File: config.mk
export PLATFORM = sky130hd
export DESIGN_NAME = swdt_secure_top
export DESIGN_NICKNAME = d
export VERILOG_FILES = /design/src/rtl/swdt_pkg.sv /design/src/rtl/swdt_rst_sync.sv /design/src/rtl/swdt_keyseq.sv /design/src/rtl/swdt_regs.sv /design/src/rtl/swdt_timer.sv /design/src/rtl/swdt_secure_top.sv
export SDC_FILE = /design/constraint.sdc
export NUM_CORES = 1
export LEC_CHECK = 0
export BUFFER_PORTS_ARGS = -buffer_cell sky130_fd_sc_hd__buf_2
export CORE_UTILIZATION = 42
export DETAILED_ROUTE_END_ITERATION = 8
export PLACE_DENSITY = 0.67
export SLEW_MARGIN = 20
export SYNTH_ARGS = -nofsm -noshare
export SYNTH_HDL_FRONTEND = slang
export SYNTH_SLANG_ARGS = --single-unit
File: constraint.sdc
create_clock -name clk -period 2.3 [get_ports clk]
set_input_delay 0.23 -clock clk [delete_from_list [all_inputs] [get_ports clk]]
set_output_delay 0.23 -clock clk [all_outputs]
set_load 0.05 [all_outputs]
File: src/rtl/swdt_pkg.sv
package swdt_pkg;
  typedef enum logic [1:0] {
    ST_IDLE    = 2'd0,
    ST_RUN     = 2'd1,
    ST_GRACE   = 2'd2,
    ST_TRIPPED = 2'd3
  } swdt_stage_e;

  localparam int unsigned REG_CTRL  = 0;
  localparam int unsigned REG_TMO   = 1;
  localparam int unsigned REG_GRACE = 2;
  localparam int unsigned REG_KICK  = 3;

  localparam int unsigned CTRL_EN_BIT   = 0;
  localparam int unsigned CTRL_IRQ_BIT  = 1;
  localparam int unsigned CTRL_VIOL_BIT = 2;
  localparam int unsigned CTRL_AERR_BIT = 3;
  localparam int unsigned CTRL_BITS     = 4;
endpackage

File: src/rtl/swdt_rst_sync.sv
module swdt_rst_sync #(
  parameter int unsigned STAGES = 2
) (
  input  logic clk,
  input  logic rst_n,
  output logic rst_sn
);
  logic [STAGES-1:0] sync_q;

  always_ff @(posedge clk or negedge rst_n) begin
    if (!rst_n) sync_q <= '0;
    else        sync_q <= {sync_q[STAGES-2:0], 1'b1};
  end

  assign rst_sn = sync_q[STAGES-1];
endmodule

File: src/rtl/swdt_keyseq.sv
module swdt_keyseq #(
  parameter int unsigned    DATA_W = 16,
  parameter logic [DATA_W-1:0] KEY_A = 16'h5555,
  parameter logic [DATA_W-1:0] KEY_B = 16'hAAAA
) (
  input  logic              clk,
  input  logic              rst_sn,
  input  logic              kick_wr,
  input  logic [DATA_W-1:0] kick_data,
  output logic              kick_ok
);
  logic armed_q, armed_d;

  always_comb begin
    armed_d = armed_q;
    kick_ok = 1'b0;
    if (kick_wr) begin
      kick_ok = armed_q && (kick_data == KEY_B);
      armed_d = (kick_data == KEY_A);
    end
  end

  always_ff @(posedge clk or negedge rst_sn) begin
    if (!rst_sn) armed_q <= 1'b0;
    else         armed_q <= armed_d;
  end
endmodule

File: src/rtl/swdt_regs.sv
module swdt_regs
  import swdt_pkg::*;
#(
  parameter int unsigned       DATA_W    = 16,
  parameter int unsigned       ADDR_W    = 3,
  parameter logic [DATA_W-1:0] RST_TMO   = 16'hFFFF,
  parameter logic [DATA_W-1:0] RST_GRACE = 16'hFFFF
) (
  input  logic              clk,
  input  logic              rst_sn,
  input  logic              bus_wr,
  input  logic              bus_sec,
  input  logic [ADDR_W-1:0] bus_addr,
  input  logic [DATA_W-1:0] bus_wdata,
  output logic              enabled,
  output logic              start,
  output logic              kick_wr,
  output logic [DATA_W-1:0] tmo_val,
  output logic [DATA_W-1:0] grace_val,
  output logic              access_err
);
  localparam logic [ADDR_W-1:0] A_CTRL  = ADDR_W'(REG_CTRL);
  localparam logic [ADDR_W-1:0] A_TMO   = ADDR_W'(REG_TMO);
  localparam logic [ADDR_W-1:0] A_GRACE = ADDR_W'(REG_GRACE);
  localparam logic [ADDR_W-1:0] A_KICK  = ADDR_W'(REG_KICK);

  logic              en_q, en_d;
  logic              aerr_q, aerr_d;
  logic [DATA_W-1:0] tmo_q, tmo_d;
  logic [DATA_W-1:0] grace_q, grace_d;
  logic              sec_wr, tmo_ce, grace_ce;

  assign sec_wr = bus_wr && bus_sec;

  always_comb begin
    en_d     = en_q;
    aerr_d   = aerr_q;
    tmo_d    = tmo_q;
    grace_d  = grace_q;
    tmo_ce   = 1'b0;
    grace_ce = 1'b0;
    start    = 1'b0;
    kick_wr  = 1'b0;
    if (bus_wr && !bus_sec) begin
      aerr_d = 1'b1;
    end else if (sec_wr) begin
      case (bus_addr)
        A_CTRL: begin
          if (bus_wdata[CTRL_EN_BIT] && !en_q) begin
            en_d  = 1'b1;
            start = 1'b1;
          end
        end
        A_TMO: begin
          tmo_ce = 1'b1;
          tmo_d  = bus_wdata;
        end
        A_GRACE: begin
          grace_ce = 1'b1;
          grace_d  = bus_wdata;
        end
        A_KICK:  kick_wr = 1'b1;
        default: ;
      endcase
    end
  end

  always_ff @(posedge clk or negedge rst_sn) begin
    if (!rst_sn) begin
      en_q   <= 1'b0;
      aerr_q <= 1'b0;
    end else begin
      en_q   <= en_d;
      aerr_q <= aerr_d;
    end
  end

  always_ff @(posedge clk or negedge rst_sn) begin
    if (!rst_sn)     tmo_q <= RST_TMO;
    else if (tmo_ce) tmo_q <= tmo_d;
  end

  always_ff @(posedge clk or negedge rst_sn) begin
    if (!rst_sn)       grace_q <= RST_GRACE;
    else if (grace_ce) grace_q <= grace_d;
  end

  assign enabled    = en_q;
  assign access_err = aerr_q;
  assign tmo_val    = tmo_q;
  assign grace_val  = grace_q;
endmodule

File: src/rtl/swdt_timer.sv
module swdt_timer
  import swdt_pkg::*;
#(
  parameter int unsigned CNT_W = 16
) (
  input  logic             clk,
  input  logic             rst_sn,
  input  logic             enabled,
  input  logic             start,
  input  logic             kick_ok,
  input  logic [CNT_W-1:0] tmo_val,
  input  logic [CNT_W-1:0] grace_val,
  output logic             irq,
  output logic             viol,
  output logic [CNT_W-1:0] cnt,
  output swdt_stage_e      stage
);
  swdt_stage_e      stage_q, stage_d;
  logic [CNT_W-1:0] cnt_q, cnt_d;
  logic             irq_q, irq_d;
  logic             viol_q, viol_d;
  logic             at_zero, reload;

  assign at_zero = (cnt_q == '0);
  assign reload  = start || (enabled && kick_ok);

  always_comb begin
    stage_d = stage_q;
    cnt_d   = cnt_q;
    irq_d   = irq_q;
    viol_d  = viol_q;
    if (reload) begin
      stage_d = ST_RUN;
      cnt_d   = tmo_val;
      irq_d   = 1'b0;
    end else if (enabled) begin
      case (stage_q)
        ST_RUN: begin
          if (at_zero) begin
            stage_d = ST_GRACE;
            cnt_d   = grace_val;
            irq_d   = 1'b1;
          end else begin
            cnt_d = cnt_q - 1'b1;
          end
        end
        ST_GRACE: begin
          if (at_zero) begin
            stage_d = ST_TRIPPED;
            viol_d  = 1'b1;
          end else begin
            cnt_d = cnt_q - 1'b1;
          end
        end
        default: ;
      endcase
    end
  end

  always_ff @(posedge clk or negedge rst_sn) begin
    if (!rst_sn) begin
      stage_q <= ST_IDLE;
      cnt_q   <= '0;
      irq_q   <= 1'b0;
      viol_q  <= 1'b0;
    end else begin
      stage_q <= stage_d;
      cnt_q   <= cnt_d;
      irq_q   <= irq_d;
      viol_q  <= viol_d;
    end
  end

  assign irq   = irq_q;
  assign viol  = viol_q;
  assign cnt   = cnt_q;
  assign stage = stage_q;
endmodule

File: src/rtl/swdt_secure_top.sv
module swdt_secure_top
  import swdt_pkg::*;
#(
  parameter int unsigned       DATA_W    = 16,
  parameter int unsigned       ADDR_W    = 3,
  parameter int unsigned       SYNC_STG  = 2,
  parameter logic [DATA_W-1:0] KEY_A     = 16'h5555,
  parameter logic [DATA_W-1:0] KEY_B     = 16'hAAAA,
  parameter logic [DATA_W-1:0] RST_TMO   = 16'hFFFF,
  parameter logic [DATA_W-1:0] RST_GRACE = 16'hFFFF
) (
  input  logic              clk,
  input  logic              rst_n,
  input  logic              bus_wr,
  input  logic              bus_sec,
  input  logic [ADDR_W-1:0] bus_addr,
  input  logic [DATA_W-1:0] bus_wdata,
  output logic [DATA_W-1:0] bus_rdata,
  output logic              irq_secure,
  output logic              violation,
  output logic              access_err
);
  localparam logic [ADDR_W-1:0] A_CTRL  = ADDR_W'(REG_CTRL);
  localparam logic [ADDR_W-1:0] A_TMO   = ADDR_W'(REG_TMO);
  localparam logic [ADDR_W-1:0] A_GRACE = ADDR_W'(REG_GRACE);

  logic              rst_sn;
  logic              enabled, start, kick_wr, kick_ok;
  logic [DATA_W-1:0] tmo_val, grace_val, cnt;
  swdt_stage_e       stage;
  logic [CTRL_BITS-1:0] ctrl_rd;

  swdt_rst_sync #(.STAGES(SYNC_STG)) u_rst (
    .clk(clk), .rst_n(rst_n), .rst_sn(rst_sn)
  );

  swdt_regs #(
    .DATA_W(DATA_W), .ADDR_W(ADDR_W), .RST_TMO(RST_TMO), .RST_GRACE(RST_GRACE)
  ) u_regs (
    .clk(clk), .rst_sn(rst_sn), .bus_wr(bus_wr), .bus_sec(bus_sec),
    .bus_addr(bus_addr), .bus_wdata(bus_wdata), .enabled(enabled),
    .start(start), .kick_wr(kick_wr), .tmo_val(tmo_val),
    .grace_val(grace_val), .access_err(access_err)
  );

  swdt_keyseq #(.DATA_W(DATA_W), .KEY_A(KEY_A), .KEY_B(KEY_B)) u_key (
    .clk(clk), .rst_sn(rst_sn), .kick_wr(kick_wr), .kick_data(bus_wdata),
    .kick_ok(kick_ok)
  );

  swdt_timer #(.CNT_W(DATA_W)) u_timer (
    .clk(clk), .rst_sn(rst_sn), .enabled(enabled), .start(start),
    .kick_ok(kick_ok), .tmo_val(tmo_val), .grace_val(grace_val),
    .irq(irq_secure), .viol(violation), .cnt(cnt), .stage(stage)
  );

  always_comb begin
    ctrl_rd                = '0;
    ctrl_rd[CTRL_EN_BIT]   = enabled;
    ctrl_rd[CTRL_IRQ_BIT]  = irq_secure;
    ctrl_rd[CTRL_VIOL_BIT] = violation;
    ctrl_rd[CTRL_AERR_BIT] = access_err;
    case (bus_addr)
      A_CTRL:  bus_rdata = DATA_W'(ctrl_rd);
      A_TMO:   bus_rdata = tmo_val;
      A_GRACE: bus_rdata = grace_val;
      default: bus_rdata = '0;
    endcase
  end
endmodule

==> out/qor.csv <==
stage,metric,value,unit
power_and_ir_drop,irDropWorstVdd,0.000693,V
critical_path,critPathCaptureType,flop,
place,numPortBuffers,41,
sta,finalHoldViolCount,0,
detailed_routing,route.vias.total,2956,
die,start_util,0.439,
clock_network,clkLatencyLatePin,0.34,ns
global_routing,grt_pass1_wl,14700,um
yosys,synth.largest_area_cell,dfstp_2,
yosys,yosys.area.top_type_share,0.244,
clock_network,cts-root-to-sink-buffers,2,
yosys,synth-main-ff-cell,dfstp_2,
critical_path,path_class,reg -> reg,
yosys,synth_area_leaders,"dfstp_2 (24%), dfrtp_1 (18%), mux2_1 (5.6%), mux2_2 (4.9%), nor2_1 (4.6%)",
global_routing,grt_max_degree,36,
layout,antenna_cells,0,
clock_network,cts_max_level,3,
min_path,min_from,bus_wr,
clock_network,path_clk_slew,0.07,ns
detailed_routing,drt_pass1_iterations,5,
die,die_y,92.6,um
die,num_rows,32,
outcome,outcome,completed,
sta,timing.fmax,0.471,GHz
yosys,syn_area,0.00345,sq mm
run,max_cap_viol_count,0,
detailed_routing,wl,9060,um
detailed_routing,ant_nets,0,
sta,finalMaxSlewViolations,0,
yosys,seq_area_frac_synth,0.425,
global_routing,grt-ovfl-total,0,
sta,tns,0,ns
sta,post-route-period-util,0.922,
detailed_routing,drc,0,
clock_network,cts_made_buffers,9,
yosys,syn_inst,346,
detailed_routing,initialDrtViolationCount,167,
yosys,synthArstFlopShare,1.00,
min_path,holdCritPathClass,in -> reg,
power_and_ir_drop,total_leakage_power,1.64,nW
detailed_routing,via_per_inst,5.84,
sta,max_slew_margin,0.517,
clock_network,clkSinkCount,57,
yosys,synth_edf_count,0,
yosys,synth_cell_types,60,
die,die_x,92.6,um
global_routing,grt_use_total,0.225,
power_and_ir_drop,p_per_area,934,mW/mm^2
yosys,yosys_warnings,0,
sta,rsz0062_at_grt,false,
critical_path,worstPathArrival,2.35,ns
layout,num-nets-final,426,
yosys,synth_nets,373,
die,dieArea,0.00858,sq mm
critical_path,crit_start,u_timer.stage[0],
global_routing,antenna_found_initial,0,
layout,utilization,0.515,
yosys,ys_seq_elements,57,
die,core,0.00785,sq mm
critical_path,required,2.53,ns
place,gp_congestion,0.917,
sta,min_period,2.12,ns
critical_path,startpoint_type,flop,
detailed_routing,wl_per_cell,17.9,um
yosys,synth.avg_cell_area,9.97,sq um
critical_path,path_max_fanout,8,
layout,drive_above_1_share,0.354,
clock_network,cts-root-buf,clkbuf_8,
layout,syn2layout_area_growth,17.2,%
power_and_ir_drop,finalPower,0.00378,W
place,hpwl,6850,um
critical_path,worstReg2RegStart,u_timer.stage[0],
sta,fin_skew,0.00561,ns
global_routing,grt_pass1_vias,2840,
sta,tightest_slew,0.724,ns
die,ioPinCount,42,
clock_network,cts_tree,done,
sta,setup_violations,0,
power by group:
part / total, W / switching [W] / internal (W)
logic: 0.00124 / 0.000684 / 0.000557
registers: 0.00169 / 0.000336 / 0.00135
clock network: 0.000845 / 0.000426 / 0.000418
total: 0.00378 / 0.00145 / 0.00233
kinds of logic (layout without fill, tap and decap cells):
| group | Yosys count | count (layout) | share of synthesized area |
|---|---|---|---|
| other cells | 1 | 1 | 0.00109 |
| compound gates | 78 | 78 | 0.156 |
| xor+xnor | 7 | 7 | 0.0178 |
| mux | 37 | 37 | 0.119 |
| buf+inv | 29 | 87 | 0.0370 |
| fa+ha+maj | 4 | 4 | 0.0145 |
| simple gates | 133 | 133 | 0.229 |
| flops | 57 | 57 | 0.425 |
flip-flops by register name, summed over array words and instances, names as in the netlist:
register,flops
u_key.armed_q,1
u_timer.viol,1
u_regs.enabled,1
u_timer.stage,2
u_regs.access_err,1
u_regs.tmo_val,16
u_regs.grace_val,16
u_timer.irq,1
u_timer.cnt,16
u_rst.sync_q,2
layout by cell type (no fill, tap or decap), types with 5 or more instances in the layout:
cell	count
nor2_1	42
buf_2	41
dfstp_2	32
dfrtp_1	24
buf_4	22
a21oi_1	17
nand2_1	17
mux2_1	17
mux2_2	15
a22oi_1	13
clkbuf_8	10
nor2b_1	9
nor3_1	9
o21ai_1	9
or3_1	8
inv_1	7
nand2b_1	7
o31ai_1	7
a31oi_1	6
xor2_1	6
mux2i_1	5
nor4_1	5
worst paths after layout:
check / to / slack [ns] / cells past startpoint
worst max register to register: u_timer.cnt[2] / 0.18 / 7
max in group asynchronous: u_timer.cnt[1] / 1.28 / 1
worst min-delay path: u_regs.access_err / 0.14 / 2
min in group asynchronous: u_rst.sync_q[1] / 0.21 / 2
worst max-delay path: u_timer.cnt[2] / 0.18 / 7
worst min register to register: u_key.armed_q / 0.34 / 0
repair_timing:
item	4_1_cts	5_1_grt
endpoints found under the hold margin	2	0
endpoints found under the setup margin	0	6
setup buffers	0	1
resized for setup	0	2
hold buffers	1	0
per-stage QoR:
stage | hold slack (ns) | worst slack [ns] | instance area, sq um | instances
4_1_cts | 0.136 | 0.0428 | 4030 | 505
5_1_grt | 0.146 | 0.00348 | 4040 | 506
6_report | 0.144 | 0.179 | 4040 | 506
3_5_place_dp | 0.0159 | 0.0611 | 3840 | 488
3_3_place_gp | 0.0153 | 0.0932 | 3840 | 488
2_1_floorplan | -0.0656 | 0.268 | 3450 | 346
critical path: stages (launching register included):
cell and delay [ns]:
dfrtp_1 0.38, inv_1 0.06, ha_1 0.32, or2_2 0.29, o32ai_2 0.28, and2_2 0.32, a21oi_1 0.09, o31ai_1 0.29
metal layers:
metal  wire length, um  vias to the layer above  GRT usage
li1                  -                     1390          -
met1              4190                     1461      0.300
met2              4290                       89      0.356
met3               376                       16     0.0443
met4               210                        0     0.0987
met5                 0                        -          0
final cells by class:
| type | instances | area, sq um |
|---|---|---|
| Clock buffer | 10 | 138 |
| Clock inverter | 6 | 43.8 |
| Fill cell | 739 | 3800 |
| Inverter | 7 | 26.3 |
| Multi-Input combinational cell | 260 | 1860 |
| Sequential cell | 57 | 1470 |
| Tap cell | 102 | 128 |
| Timing Repair Buffer | 64 | 380 |
Yosys cell counts, types with 9 or more instances:
library cell,number
nor2_1,42
nor2b_1,9
dfstp_2,32
mux2_1,17
nand2_1,17
clkbuf_1,11
buf_2,9
o21ai_1,9
a22oi_1,13
nor3_1,9
a21oi_1,17
dfrtp_1,25
mux2_2,15
No activity file was read; power rests on OpenSTA's default activity.
